`config.mk`:
```
export PLATFORM = sky130hd
export DESIGN_NAME = conv_host_ctrl
export DESIGN_NICKNAME = d
export VERILOG_FILES = /design/src/rtl/conv_host_pkg.sv /design/src/rtl/conv_eoc_sync.sv /design/src/rtl/conv_start_seq.sv /design/src/rtl/conv_sample_out.sv /design/src/rtl/conv_host_ctrl.sv
export SDC_FILE = /design/constraint.sdc
export NUM_CORES = 1
export LEC_CHECK = 0
export BUFFER_PORTS_ARGS = -buffer_cell sky130_fd_sc_hd__buf_2
export CAP_MARGIN = 20
export CORE_ASPECT_RATIO = 0.7
export CORE_UTILIZATION = 59
export DETAILED_ROUTE_END_ITERATION = 8
export PLACE_DENSITY = 0.87
export SYNTH_ARGS = -nofsm -noshare
export SYNTH_HDL_FRONTEND = slang
export SYNTH_SLANG_ARGS = --single-unit
```
`constraint.sdc`:
```
create_clock -name clk -period 5.2 [get_ports clk]
set_clock_uncertainty 0.2 [all_clocks]
set_input_delay 0.78 -clock clk [delete_from_list [all_inputs] [get_ports clk]]
set_output_delay 0.78 -clock clk [all_outputs]
set_load 0.01 [all_outputs]
```
`src/rtl/conv_host_pkg.sv`:
```
package conv_host_pkg;

    typedef enum logic [1:0] {
        PH_IDLE  = 2'd0,
        PH_PULSE = 2'd1,
        PH_WAIT  = 2'd2
    } phase_e;

endpackage

```
`src/rtl/conv_eoc_sync.sv`:
```
module conv_eoc_sync #(
    parameter int STAGES = 2
) (
    input  logic clk,
    input  logic rst_n,
    input  logic eoc_async,
    output logic eoc_s,
    output logic eoc_fall
);
    typedef struct packed {
        logic [STAGES-1:0] sh;
        logic              prev;
    } sync_t;

    sync_t s_d, s_q;

    always_comb begin
        s_d      = s_q;
        s_d.sh   = {s_q.sh[STAGES-2:0], eoc_async};
        s_d.prev = s_q.sh[STAGES-1];
    end

    always_ff @(posedge clk) begin
        if (!rst_n) s_q <= '0;
        else        s_q <= s_d;
    end

    assign eoc_s    = s_q.sh[STAGES-1];
    assign eoc_fall = s_q.prev & ~s_q.sh[STAGES-1];

endmodule

```
`src/rtl/conv_start_seq.sv`:
```
module conv_start_seq
    import conv_host_pkg::*;
#(
    parameter int PW_W    = 5,
    parameter int PER_W   = 8,
    parameter int PW_DEF  = 8,
    parameter int PW_SMIN = 4,
    parameter int PW_SMAX = 8,
    parameter int PW_LMIN = 13,
    parameter int PW_LMAX = 16,
    parameter int PER_MIN = 20,
    parameter int TMO     = 32
) (
    input  logic             clk,
    input  logic             rst_n,
    input  logic [PW_W-1:0]  cfg_width,
    input  logic [PER_W-1:0] cfg_period,
    input  logic             cfg_comp,
    input  logic             cfg_oe,
    input  logic             cfg_twos,
    input  logic             eoc_s,
    input  logic             eoc_fall,
    output logic             start_o,
    output logic             comp_o,
    output logic             oe_n_o,
    output logic             twos_o,
    output logic             capture_o,
    output logic             timeout_o
);
    localparam int TO_W = $clog2(TMO + 1);

    typedef struct packed {
        phase_e           phase;
        logic [PER_W-1:0] per_cnt;
        logic [PW_W-1:0]  pw_cnt;
        logic [TO_W-1:0]  to_cnt;
        logic [PW_W-1:0]  width;
        logic             start;
        logic             comp;
        logic             oe;
        logic             twos;
        logic             tmo;
    } seq_t;

    seq_t s_d, s_q;
    logic [PER_W-1:0] per_eff;

    function automatic logic [PW_W-1:0] pick_width(input logic [PW_W-1:0] w, input logic long_ok);
        if (w >= PW_W'(PW_SMIN) && w <= PW_W'(PW_SMAX)) return w;
        if (long_ok && w >= PW_W'(PW_LMIN) && w <= PW_W'(PW_LMAX)) return w;
        return PW_W'(PW_DEF);
    endfunction

    always_comb begin
        s_d       = s_q;
        capture_o = 1'b0;
        per_eff   = (cfg_period < PER_W'(PER_MIN)) ? PER_W'(PER_MIN) : cfg_period;
        if (s_q.per_cnt != '1) s_d.per_cnt = s_q.per_cnt + 1'b1;
        if (s_q.phase != PH_IDLE && s_q.to_cnt < TO_W'(TMO)) s_d.to_cnt = s_q.to_cnt + 1'b1;

        case (s_q.phase)
            PH_IDLE: begin
                s_d.comp = cfg_comp;
                s_d.oe   = cfg_oe;
                s_d.twos = cfg_twos;
                if (s_q.per_cnt >= per_eff - 1'b1 && !eoc_s) begin
                    s_d.phase   = PH_PULSE;
                    s_d.start   = 1'b1;
                    s_d.pw_cnt  = PW_W'(1);
                    s_d.to_cnt  = TO_W'(1);
                    s_d.per_cnt = '0;
                    s_d.width   = pick_width(cfg_width, per_eff > PER_W'(PER_MIN));
                end
            end
            PH_PULSE: begin
                if (s_q.pw_cnt == s_q.width) begin
                    s_d.start = 1'b0;
                    s_d.phase = PH_WAIT;
                end else begin
                    s_d.pw_cnt = s_q.pw_cnt + 1'b1;
                end
            end
            PH_WAIT: begin
                if (eoc_fall) begin
                    capture_o = 1'b1;
                    s_d.phase = PH_IDLE;
                end else if (s_q.to_cnt >= TO_W'(TMO)) begin
                    s_d.tmo   = 1'b1;
                    s_d.phase = PH_IDLE;
                end
            end
            default: s_d.phase = PH_IDLE;
        endcase
    end

    always_ff @(posedge clk) begin
        if (!rst_n) begin
            s_q       <= '0;
            s_q.phase <= PH_IDLE;
        end else begin
            s_q <= s_d;
        end
    end

    assign start_o   = s_q.start;
    assign comp_o    = s_q.comp;
    assign oe_n_o    = ~s_q.oe;
    assign twos_o    = s_q.twos;
    assign timeout_o = s_q.tmo;


    rise_gate_chk: assert property (@(posedge clk) disable iff (!rst_n)
        $rose(s_q.start) |-> !$past(eoc_s));


    width_window_chk: assert property (@(posedge clk) disable iff (!rst_n)
        s_q.start |-> ((s_q.width >= PW_W'(PW_SMIN) && s_q.width <= PW_W'(PW_SMAX)) ||
                       (s_q.width >= PW_W'(PW_LMIN) && s_q.width <= PW_W'(PW_LMAX))));


    ctrl_freeze_chk: assert property (@(posedge clk) disable iff (!rst_n)
        (s_q.phase != PH_IDLE && $past(s_q.phase) != PH_IDLE) |->
        ($stable(s_q.comp) && $stable(s_q.oe) && $stable(s_q.twos)));


    timeout_sticky_chk: assert property (@(posedge clk) disable iff (!rst_n)
        s_q.tmo |=> s_q.tmo);

endmodule

```
`src/rtl/conv_sample_out.sv`:
```
module conv_sample_out #(
    parameter int DATA_W = 14
) (
    input  logic              clk,
    input  logic              rst_n,
    input  logic              capture,
    input  logic [DATA_W-1:0] raw,
    input  logic              comp,
    input  logic              twos,
    input  logic              m_ready,
    output logic              m_valid,
    output logic [DATA_W-1:0] m_data,
    output logic              ovf
);
    localparam logic [DATA_W-1:0] MSB_MASK  = {1'b1, {(DATA_W-1){1'b0}}};
    localparam logic [DATA_W-1:0] LOW_MASK  = {1'b0, {(DATA_W-1){1'b1}}};

    typedef struct packed {
        logic              valid;
        logic [DATA_W-1:0] data;
        logic              ovf;
    } out_t;

    out_t s_d, s_q;
    logic [DATA_W-1:0] coded;

    always_comb begin
        coded = raw;
        if (twos) coded = raw ^ (comp ? LOW_MASK : MSB_MASK);

        s_d = s_q;
        if (s_q.valid && m_ready) s_d.valid = 1'b0;
        if (capture) begin
            if (s_q.valid && !m_ready) begin
                s_d.ovf = 1'b1;
            end else begin
                s_d.valid = 1'b1;
                s_d.data  = coded;
            end
        end
    end

    always_ff @(posedge clk) begin
        if (!rst_n) s_q <= '0;
        else        s_q <= s_d;
    end

    assign m_valid = s_q.valid;
    assign m_data  = s_q.data;
    assign ovf     = s_q.ovf;


    hold_stream_chk: assert property (@(posedge clk) disable iff (!rst_n)
        (m_valid && !m_ready) |=> (m_valid && $stable(m_data)));


    ovf_sticky_chk: assert property (@(posedge clk) disable iff (!rst_n)
        ovf |=> ovf);

endmodule

```
`src/rtl/conv_host_ctrl.sv`:
```
module conv_host_ctrl #(
    parameter int DATA_W  = 14,
    parameter int PW_W    = 5,
    parameter int PER_W   = 8,
    parameter int PW_DEF  = 8,
    parameter int PW_SMIN = 4,
    parameter int PW_SMAX = 8,
    parameter int PW_LMIN = 13,
    parameter int PW_LMAX = 16,
    parameter int PER_MIN = 20,
    parameter int TMO     = 32,
    parameter int SYNC_N  = 2
) (
    input  logic              clk,
    input  logic              rst_n,
    input  logic [PW_W-1:0]   cfg_pulse_cycles,
    input  logic [PER_W-1:0]  cfg_period_cycles,
    input  logic              cfg_comp_sel,
    input  logic              cfg_out_en,
    input  logic              cfg_twos,
    input  logic              adc_eoc,
    input  logic [DATA_W-1:0] adc_data,
    input  logic              m_ready,
    output logic              adc_start,
    output logic              adc_comp_sel,
    output logic              adc_oe_n,
    output logic              m_valid,
    output logic [DATA_W-1:0] m_data,
    output logic              ovf_sticky,
    output logic              timeout_err
);
    logic eoc_s, eoc_fall, capture, twos_lat;

    conv_eoc_sync #(.STAGES(SYNC_N)) u_sync (
        .clk       (clk),
        .rst_n     (rst_n),
        .eoc_async (adc_eoc),
        .eoc_s     (eoc_s),
        .eoc_fall  (eoc_fall)
    );

    conv_start_seq #(
        .PW_W(PW_W), .PER_W(PER_W), .PW_DEF(PW_DEF),
        .PW_SMIN(PW_SMIN), .PW_SMAX(PW_SMAX),
        .PW_LMIN(PW_LMIN), .PW_LMAX(PW_LMAX),
        .PER_MIN(PER_MIN), .TMO(TMO)
    ) u_seq (
        .clk        (clk),
        .rst_n      (rst_n),
        .cfg_width  (cfg_pulse_cycles),
        .cfg_period (cfg_period_cycles),
        .cfg_comp   (cfg_comp_sel),
        .cfg_oe     (cfg_out_en),
        .cfg_twos   (cfg_twos),
        .eoc_s      (eoc_s),
        .eoc_fall   (eoc_fall),
        .start_o    (adc_start),
        .comp_o     (adc_comp_sel),
        .oe_n_o     (adc_oe_n),
        .twos_o     (twos_lat),
        .capture_o  (capture),
        .timeout_o  (timeout_err)
    );

    conv_sample_out #(.DATA_W(DATA_W)) u_out (
        .clk     (clk),
        .rst_n   (rst_n),
        .capture (capture),
        .raw     (adc_data),
        .comp    (adc_comp_sel),
        .twos    (twos_lat),
        .m_ready (m_ready),
        .m_valid (m_valid),
        .m_data  (m_data),
        .ovf     (ovf_sticky)
    );

endmodule

```
# Word level (Yosys, flattened, before mapping)
# Cells that the tools add are included.
[word_totals]
register_bits = 50
output_inout_bits = 20
word_cells = 94
[op_classes]
add_sub_neg = 4
n_lt_le_gt_ge = 9
n_eq_ne = 8
muxes = 33
bitwise = 6
n_reduce_logical = 19
[ops]
columns = ["op", "count"]
rows = [
  ["$mux W14", 2],
  ["$mux W27", 1],
  ["$mux W5", 5],
  ["$mux W8", 3],
  ["$mux W16", 1],
  ["$mux W15", 1],
  ["$xor A14 B14 Y14", 1],
  ["$mux W1", 12],
  ["$reduce_and A3 Y1", 4],
  ["$mux W11", 1],
  ["$pmux W5 S2", 1],
  ["$add A8 B1 Y8 const B", 1],
  ["$ge A8 B8 Y1", 1],
  ["$gt A8 B5 Y1 const B", 1],
  ["$lt A8 B5 Y1 const B", 1],
  ["$ne A8 B8 Y1 const B", 1],
  ["$sub A8 B1 Y8 const B", 1],
  ["$logic_and A1 B1 Y1", 7],
  ["$add A6 B1 Y6 const B", 1],
  ["$ge A6 B6 Y1 const B", 1],
  ["$lt A6 B6 Y1 const B", 1],
  ["$mux W2", 3],
  ["$mux W6", 1],
  ["$pmux W2 S3", 1],
  ["other kinds (18)", 26],
]

# Logic depth before layout (Yosys ltp)
# Gate-level depths: netlist (run 1).
[logic_depth]
ltp_word = 14
ltp_mapped = 15

# Cells and area by module
# A second synthesis (run 1) with hierarchy kept.
[unflattened]
hier_cells = 316
hier_area_um2 = 2775.2
[modules_own_cells]
columns = ["mod", "instances", "cells_per_inst", "area_each_um2", "seq_area_each_um2"]
rows = [
  ["conv_start_seq", 1, 234, 1903.1, 620.6],
  ["conv_sample_out", 1, 75, 783.3, 320.3],
  ["conv_eoc_sync", 1, 7, 88.8, 60.1],
]

# Least setup slack after synthesis (run 1)
# No wires, ideal clock.
[synth_timing]
kind = "in2reg"
from = "in cfg_period_cycles[7]"
to = "reg u_seq.s_q[8] in the netlist's numbering"
setup_time_ps = 122
t_arrival_ps = 3134
required_ps = 4878
slack_ps = 1744
path_stages = 14
path_buffers = 1
path_cell_list = "nor3_2 -> nand2_1 -> nand2_1 -> ha_1 -> nand2_1 -> nor3_1 -> mux2i_1 -> ha_1 -> nand2_1 -> o21ai_1 -> and2_0 -> clkbuf_2 -> or3_1 -> o311a_1"
[synth_between]
elab_chain_cells = 11
[synth_lines]
columns = ["item", "line_no", "text"]
rows = [
  ["start: declaration", "conv_host_ctrl.sv:17", "input logic [PER_W-1:0] cfg_period_cycles,"],
  ["$lt A8 B5 Y1", "conv_start_seq.sv:57", "per_eff = (cfg_period < PER_W'(PER_MIN)) ? PER_W'(PER_MIN) : cfg_period;"],
  ["$mux W8 (*)", "conv_start_seq.sv:57", ""],
  ["$gt A8 B5 Y1", "conv_start_seq.sv:72", "s_d.width = pick_width(cfg_width, per_eff > PER_W'(PER_MIN));"],
  ["$logic_and A1 B1 Y1 (2 in series)", "conv_start_seq.sv:50", "if (long_ok && w >= PW_W'(PW_LMIN) && w <= PW_W'(PW_LMAX)) return w;"],
  ["$mux W1 (2 in series)", "conv_start_seq.sv:50", ""],
  ["$mux W1", "conv_start_seq.sv:66", "if (s_q.per_cnt >= per_eff - 1'b1 && !eoc_s) begin"],
  ["$mux W1", "conv_start_seq.sv:61", "case (s_q.phase)"],
  ["$mux W5", "conv_start_seq.sv:51", "return PW_W'(PW_DEF);"],
  ["$mux W5", "conv_start_seq.sv:50", ""],
  ["end: declaration", "conv_start_seq.sv:45", "seq_t s_d, s_q;"],
]
# Mark *: on every way between the ends. The rest lies on a longest branch, timed or not. The select of a mux whose other input is x is not followed.
# A chain may end at the register's enable or synchronous reset.

# Worst setup path after layout (run 1)
[layout_timing]
from = "in cfg_period_cycles[7]"
to = "reg u_seq.s_q[25] in the netlist's numbering"
[layout_between]
elab_chain_cells = 7
[layout_lines]
columns = ["item", "line_no"]
rows = [
  ["$lt A8 B5 Y1", "conv_start_seq.sv:57"],
  ["$mux W8 (*)", "conv_start_seq.sv:57"],
  ["$sub A8 B1 Y8 (*)", "conv_start_seq.sv:66"],
  ["$ge A8 B8 Y1 (*)", "conv_start_seq.sv:66"],
  ["$logic_and A1 B1 Y1 (*)", "conv_start_seq.sv:66"],
  ["$mux W27 (*)", "conv_start_seq.sv:66"],
  ["$mux W8 (*)", "conv_start_seq.sv:61"],
]
# Marked as above.

==> results.md, run 1 <==
* Max reg flops at 27
* Area grow syn2layout at 13.1%
* Crit share post-route at 71.7%
* Post-CTS Hold Buffers at 0
* Asr flop ratio synth at 0%
* Setup CP Type: input pin to flip-flop
* Largest net degree at the start of global routing at 31
* Max VDD drop at between 0.15 and 0.2 mV
* Compound-Gate Fraction of Synth Area at between 10% and 20%
* Final Net Count at 405
* Critical path capture point type: flip-flop
* Fill count at about 350
* Syn Nets at ~360
* DRT Wirelength at about 5700 microns
* Power density cells at about 240 nW/um^2
* Slew margin rel. at ~37%
* Setup TNS at 0 ns
* Post-CTS sizing at 0
* Postcts setup bufs at 0
* Slew of the pin with the lowest slew margin at ~0.95 ns
* Setup violations, final at 0
* Tmin final at between 3 and 4 ns
* Crit path DAT at about 3.7 ns
* CTS Buf Count at 5
* Die Width at around 83 microns
* Synthesized instance count at roughly 300
* DRT Pass-1 Iters at 4
* CTS tree: built
* Placer Congestion at between 0.9 and 1
* Rows at 20
* Initial core utilization at 62.2%
* Most flops, register: u_seq.s_q
* CTS sink count at 50
* Maximum clock rate at roughly 270 MHz
* Die Y at 59.0 microns
* CP required at 5.21 ns
* Seq/Total Area, Yosys at 36.5%
* CTS max path bufs at 2
* Clock slew at reported path FFs at ~0.09 ns
* Initial antenna violation count at 0
* Crit-path max FO at 12
* Residual DRC count at 0
* Routed WL per cell at 13.8 microns
* Simple-gate area share of the yosys netlist at 23.4%
* Largest family of logic cells by synthesized area: simple AND/OR/NAND/NOR gates
* First-pass GRT wire length at 9450 microns
* Worst min path class: flip-flop to flip-flop
* Outcome: completed
* Initial DRC Count at roughly 110
* Clock root cell: clkbuf_8
* Worst setup SP type: input pin
* Gr usage total at about a quarter
* Post-synthesis area per instance at 8.86 sq um
* RSZ-0062 raised after global routing: false
* Antenna cell count at 0
* Primary FF master, synth: dfxtp_1
* Remaining antenna violation count at 0
* LEAKAGE at 0.00125 uW
* Xor/xnor share of the synthesized area at roughly 8.6%
* Final Slew Violations at 0
* Max_cap viols at 0
* Via count at around 2,400
* Seq cells post-synth at 50
* Mux share of post-synthesis cell area at approximately 5.8%
* Port Buf Inserts at 53
* Vias in the first global route at 2,108
* Core area at around 4400 sq um
* Final non-filler cell total at 413
* Post-DP HPWL at between 4000 and 5000 microns
* Vias/cell at 5.71
* Hold Fails Final Rpt at 0
* Post-synth EDFFs at 0
* Placed insts at slightly above 400
* Share of cells above drive strength 1 at 22.1%
* Cell area after synthesis at between 2000 and 3000 sq um
* H-Tree Depth at 2
* Die Area at 4920 sq um
* Final design utilization at a little over two thirds
* GR Overflow Total at 0
* Distinct cells, synth at 58
* IO Count at 54
* Clock latency on the worst-skew pair at about 0.30 ns
* Adder-Cell Fraction of Synth Area at about 6.4%
* Synthesis Warnings at 0
* Design Power at 744 uW
-- power by group --
group,internal [uW],switching [uW]
sequential,388,6.11
combinational,37.3,46.4
clock,143,123
total,569,175
-- stage by stage --
step                      hold WS, ns  worst slack, ns  area (sq um)
after floorplan                 0.212             1.74          2740
after global placement          0.217             1.40          2990
after detailed placement        0.228             1.23          2990
after CTS                       0.245             1.52          3100
after global routing            0.253             1.16          3100
final                           0.244             1.47          3100
-- worst max-delay path, cell delays in order --
cell,delay (ns)
buf_2,0.11
nor3_2,0.45
nand2_1,0.16
nand2_1,0.15
ha_1,0.19
nand2_1,0.09
nor3_1,0.19
mux2i_1,0.25
ha_1,0.28
nand4_1,0.14
nor4_4,0.05
a21bo_2,0.31
nand3_2,0.29
a211oi_1,0.28
-- final timing paths --
check,endpoint,slack [ns],cells past startpoint,start
setup reg to reg,u_out.m_data[8]$_SDFFE_PN0P_,2.76,5,u_seq.s_q[30]$_SDFFE_PN0P_
hold / removal,u_sync.eoc_s$_SDFF_PN0_,0.24,1,u_sync.s_d[2]$_SDFF_PN0_
hold reg to reg,u_sync.eoc_s$_SDFF_PN0_,0.24,1,u_sync.s_d[2]$_SDFF_PN0_
setup / recovery,u_seq.s_q[25]$_SDFF_PN0_,1.47,14,cfg_period_cycles[7]
-- area by class of cell --
type	instances	area (sq um)	share of cell area, %
clock buffer	6	72.6	2.34
clock inverter	2	37.5	1.21
inverter	8	30.0	0.969
multi-input combinational	239	1620	52.4
sequential	50	1000	32.3
tap	55	68.8	2.22
timing repair buffer	53	265	8.56
-- cells in the mapped netlist (4+ instances only) --
master | instances | area [sq um]
a21oi_1 | 20 | 100
a31oi_1 | 5 | 31.3
and2_1 | 4 | 25.0
buf_6 | 4 | 45.0
clkbuf_1 | 4 | 15.0
dfxtp_1 | 50 | 1000
ha_1 | 14 | 175
inv_1 | 8 | 30.0
mux2i_1 | 16 | 160
nand2_1 | 21 | 78.8
nand3_1 | 12 | 60.1
nand4_1 | 4 | 25.0
nor2_1 | 43 | 161
nor2b_1 | 5 | 31.3
nor3_1 | 8 | 40.0
o21ai_0 | 10 | 50.1
xnor2_1 | 20 | 175
xor2_1 | 7 | 61.3
-- cell families after synthesis --
logic type / count (synthesis)
AOI/OAI and AO/OA: 59
adders and majority gates: 14
xor gates and xnor gates: 27
DFF: 50
buffers and inverters: 20
and+or+nand+nor: 123
muxes: 16
-- placed cells by master, fill, tap and decap left out, types with 2 or more instances in the layout --
cell and instances:
or3_1 2, xor2_1 7, a21oi_1 20, nand2_1 21, a31oi_1 5, xnor2_1 20
nor2_1 43, nor2b_1 5, and2_1 4, buf_2 53, nand4_1 4, ha_1 14
nand3_1 12, o21ai_0 10, nor2_2 3, nor3_2 3, clkbuf_8 5, mux2i_1 16
o21ai_1 2, and2b_1 2, inv_1 8, o211ai_1 3, a21o_1 2, nand2b_1 3
nor3_1 8, dfxtp_1 50, a2111oi_1 2
-- layer usage --
layer / track usage [%] / part of all wire [%] / wire length (microns) / up-vias
met2: 39.6 / 46 / 2620 / 71
met1: 33.2 / 48 / 2740 / 1105
met5: 0 / 0 / 0 / -
li1: - / - / - / 1172
met3: 5.01 / 5.2 / 300 / 9
met4: 6.78 / 0.91 / 52 / 0
No activity file was read; power rests on OpenSTA's default activity.
==> inputs of run 2 (changes only) <==
--- a/config.mk
+++ b/config.mk
@@ -8,9 +8,9 @@
 export BUFFER_PORTS_ARGS = -buffer_cell sky130_fd_sc_hd__buf_2
 export CAP_MARGIN = 20
 export CORE_ASPECT_RATIO = 0.7
-export CORE_UTILIZATION = 59
+export CORE_UTILIZATION = 55
 export DETAILED_ROUTE_END_ITERATION = 8
-export PLACE_DENSITY = 0.87
+export PLACE_DENSITY = 0.82
 export SYNTH_ARGS = -nofsm -noshare
 export SYNTH_HDL_FRONTEND = slang
 export SYNTH_SLANG_ARGS = --single-unit
==> constraint.sdc (replaced) <==
create_clock -name clk -period 3.54 [get_ports clk]
set_clock_uncertainty 0.2 [all_clocks]
set_input_delay 0.531 -clock clk [delete_from_list [all_inputs] [get_ports clk]]
set_output_delay 0.531 -clock clk [all_outputs]
set_load 0.01 [all_outputs]
==> run 2 against run 1 <==
Net effect: clock power is 51% higher; die area is 7.1% higher; sequential cell count stayed put; sequential power is 47% higher; register-to-register slack worse by 1.6 ns; non-clock buffer count is 1 higher; first-iteration DRC count is 8.5% lower; global-route usage is 2.4 points lower; sequential share of layout area is 0.28 points lower; utilization is 5.0 points lower; combinational power is 48% higher; highest routed layer unchanged.
==> results.md, run 2 (same netlist as run 1, synthesis figures left out) <==
* Most common cell after layout, fill and taps aside: buf_2
* Die Width at 86.3 microns (+3.5%)
* Clock latency on the worst-skew pair at 0.30 ns (about the same)
* Crit-path max FO at 7 (-5)
* Die Y at 61.0 microns (+3.4%)
* GR Overflow Total at 0 (unchanged)
* R2R depth at 5 (unchanged)
* Crit share post-route at 88.1%
* Placed insts at 420 (+3.7%)
* Clock root cell: clkbuf_8
* Hold path start: u_sync.s_d[2]$_SDFF_PN0_
* Postcts setup bufs at 0 (unchanged)
* RSZ-0062 raised after global routing: false
* Post-DP HPWL at 4350 microns (-1.8%)
* Setup CP Type: input pin to flip-flop
* Routed WL per cell at 13.2 microns (-4.7%)
* Tmin final at slightly above 3 ns
* Max_cap viols at 0 (unchanged)
* FF-to-FF End: u_out.m_data[8]$_SDFFE_PN0P_
* LEAKAGE at 0.00126 uW (+0.99%)
* Slew of the pin with the lowest slew margin at 0.915 ns (-0.0310 ns)
* Worst setup SP type: input pin
* Worst hold path stage count at 1 (unchanged)
* Initial core utilization at 57.3% (-4.9 points)
* Area grow syn2layout at 14.1%
* Max reg flops at 27 (unchanged)
* Power density cells at 353 nW/um^2 (+47%)
* Via count at 2,292 (-2.8%)
* Rows at 21 (+5.0%)
* Vias in the first global route at 1,998 (-5.2%)
* Hold EP: u_sync.eoc_s$_SDFF_PN0_
* Share of cells above drive strength 1 at 22.6% (+0.50 points)
* Port Buf Inserts at 53 (unchanged)
* Gr usage total at 21.9% (-2.4 points)
* DRT Wirelength at 5650 microns (-1.2%)
* Final Slew Violations at 0 (unchanged)
* Placer Congestion at 0.872 (-4.1%)
* Residual DRC count at 0 (unchanged)
* Met1 WL at 2750 microns (+0.26%)
* Initial DRC Count at 97 (-8.5%)
* Initial antenna violation count at 0 (unchanged)
* Setup TNS at 0 ns (unchanged)
* Flop-to-flop setup slack at 1.11 ns (-1.65 ns)
* Reg2reg start: u_seq.s_q[30]$_SDFFE_PN0P_
* Hold Fails Final Rpt at 0 (unchanged)
* Crit path DAT at 3.11 ns (-0.62 ns)
* DRT Pass-1 Iters at 4 (unchanged)
* Fill count at 422 (+21%)
* Antenna cell count at 0 (unchanged)
* Critical path capture point type: flip-flop
* Remaining antenna violation count at 0 (unchanged)
* IO Count at 54 (unchanged)
* CTS max path bufs at 2 (unchanged)
* H-Tree Depth at 2 (unchanged)
* Met2 WL at 2600 microns (-1.0%)
* CTS sink count at 50 (unchanged)
* Final non-filler cell total at 428 (+3.6%)
* Most frequent cells in the layout: buf_2 (53), dfxtp_1 (50), nor2_1 (43)
* Vias/cell at 5.36 (-6.2%)
* Maximum clock rate at between 300 and 400 MHz
* CTS Buf Count at 5 (unchanged)
* Largest net degree at the start of global routing at 31 (unchanged)
* Die Area at 5270 sq um (+7.1%)
* Outcome: completed
* Post-CTS sizing at 0 (unchanged)
* CTS tree: built
* Metal3 WL at 284 microns (-5.3%)
* Worst min path class: flip-flop to flip-flop
* Post-CTS Hold Buffers at 0 (unchanged)
* Max VDD drop at 0.219 mV (+24%)
* Most flops, register: u_seq.s_q
* First-pass GRT wire length at 8940 microns (-5.4%)
* Final Net Count at 406 (+0.25%)
* Slew margin rel. at 38.9% (+2.1 points)
* Core area at 4780 sq um (+8.6%)
* CP required at 3.53 ns (-1.68 ns)
* Clock slew at reported path FFs at 0.09 ns (about the same)
* Highest routed layer: met4
* Setup violations, final at 0 (unchanged)
run 2: cell count changes in the layout (fill, tap and decap cells not counted), sizes merged:
cell      delta
buf          +1
clkbuf       -1
clkinv       +1
clkinvlp     -1
inv          +1
run 2: critical path, cell delays in order:
cell and delay, ns:
buf_2 0.11, o21ai_0 0.21, nand2_1 0.10, nand2_1 0.12
ha_1 0.20, nand2_1 0.10, nor3_1 0.20, mux2i_1 0.12
ha_1 0.29, nand2_1 0.05, o21ai_1 0.24, and2_0 0.34
nor2_1 0.15, o311a_1 0.34
run 2: cell type report:
cell class                      instances  area, sq um  share of cell area, %
Inverter                                8         30.0                  0.961
Sequential cell                        50         1000                   32.0
Tap cell                               69         86.3                   2.76
Timing Repair Buffer                   54          273                   8.73
Clock buffer                            5         68.8                   2.20
Multi-Input combinational cell        239         1620                   51.9
Clock inverter                          3         43.8                   1.40
run 2: power by group:
part	switching (uW)	total, uW	internal [uW]
logic	68.3	124	55.3
registers	8.61	579	570
clock network	189	401	212
total	266	1100	838
run 2: worst max path at each step:
stage	end	from
4_1_cts	u_seq.s_q[8]$_SDFFE_PN0P_	cfg_period_cycles[2]
5_1_grt	u_seq.s_q[8]$_SDFFE_PN0P_	cfg_period_cycles[2]
3_5_place_dp	u_seq.s_q[8]$_SDFFE_PN0P_	cfg_period_cycles[7]
2_1_floorplan	u_seq.s_q[8]$_SDFFE_PN0P_	cfg_period_cycles[7]
6_report	u_seq.s_q[8]$_SDFFE_PN0P_	cfg_period_cycles[2]
3_3_place_gp	u_seq.s_q[8]$_SDFFE_PN0P_	cfg_period_cycles[2]
run 2: layer usage:
metal / GRT usage, % / up-vias
met2: 36.4 / 47
met4: 5.48 / 0
met1: 28.7 / 1066
met5: 0 / -
met3: 6.17 / 4
li1: - / 1175
run 2: metrics by stage:
| stage | worst slack (ns) | utilization [%] | total power, uW | hold slack [ns] | area, sq um |
|---|---|---|---|---|---|
| final | 0.421 | 65.4 | 1100 | 0.232 | 3130 |
| after global routing | 0.123 | 65.4 | 1150 | 0.237 | 3130 |
| after CTS | 0.445 | 65.4 | 1110 | 0.235 | 3130 |
| after detailed placement | 0.146 | 63.0 | 715 | 0.221 | 3010 |
| after global placement | 0.272 | 63.0 | 711 | 0.217 | 3010 |
| after floorplan | 0.333 | - | 673 | 0.212 | 2740 |
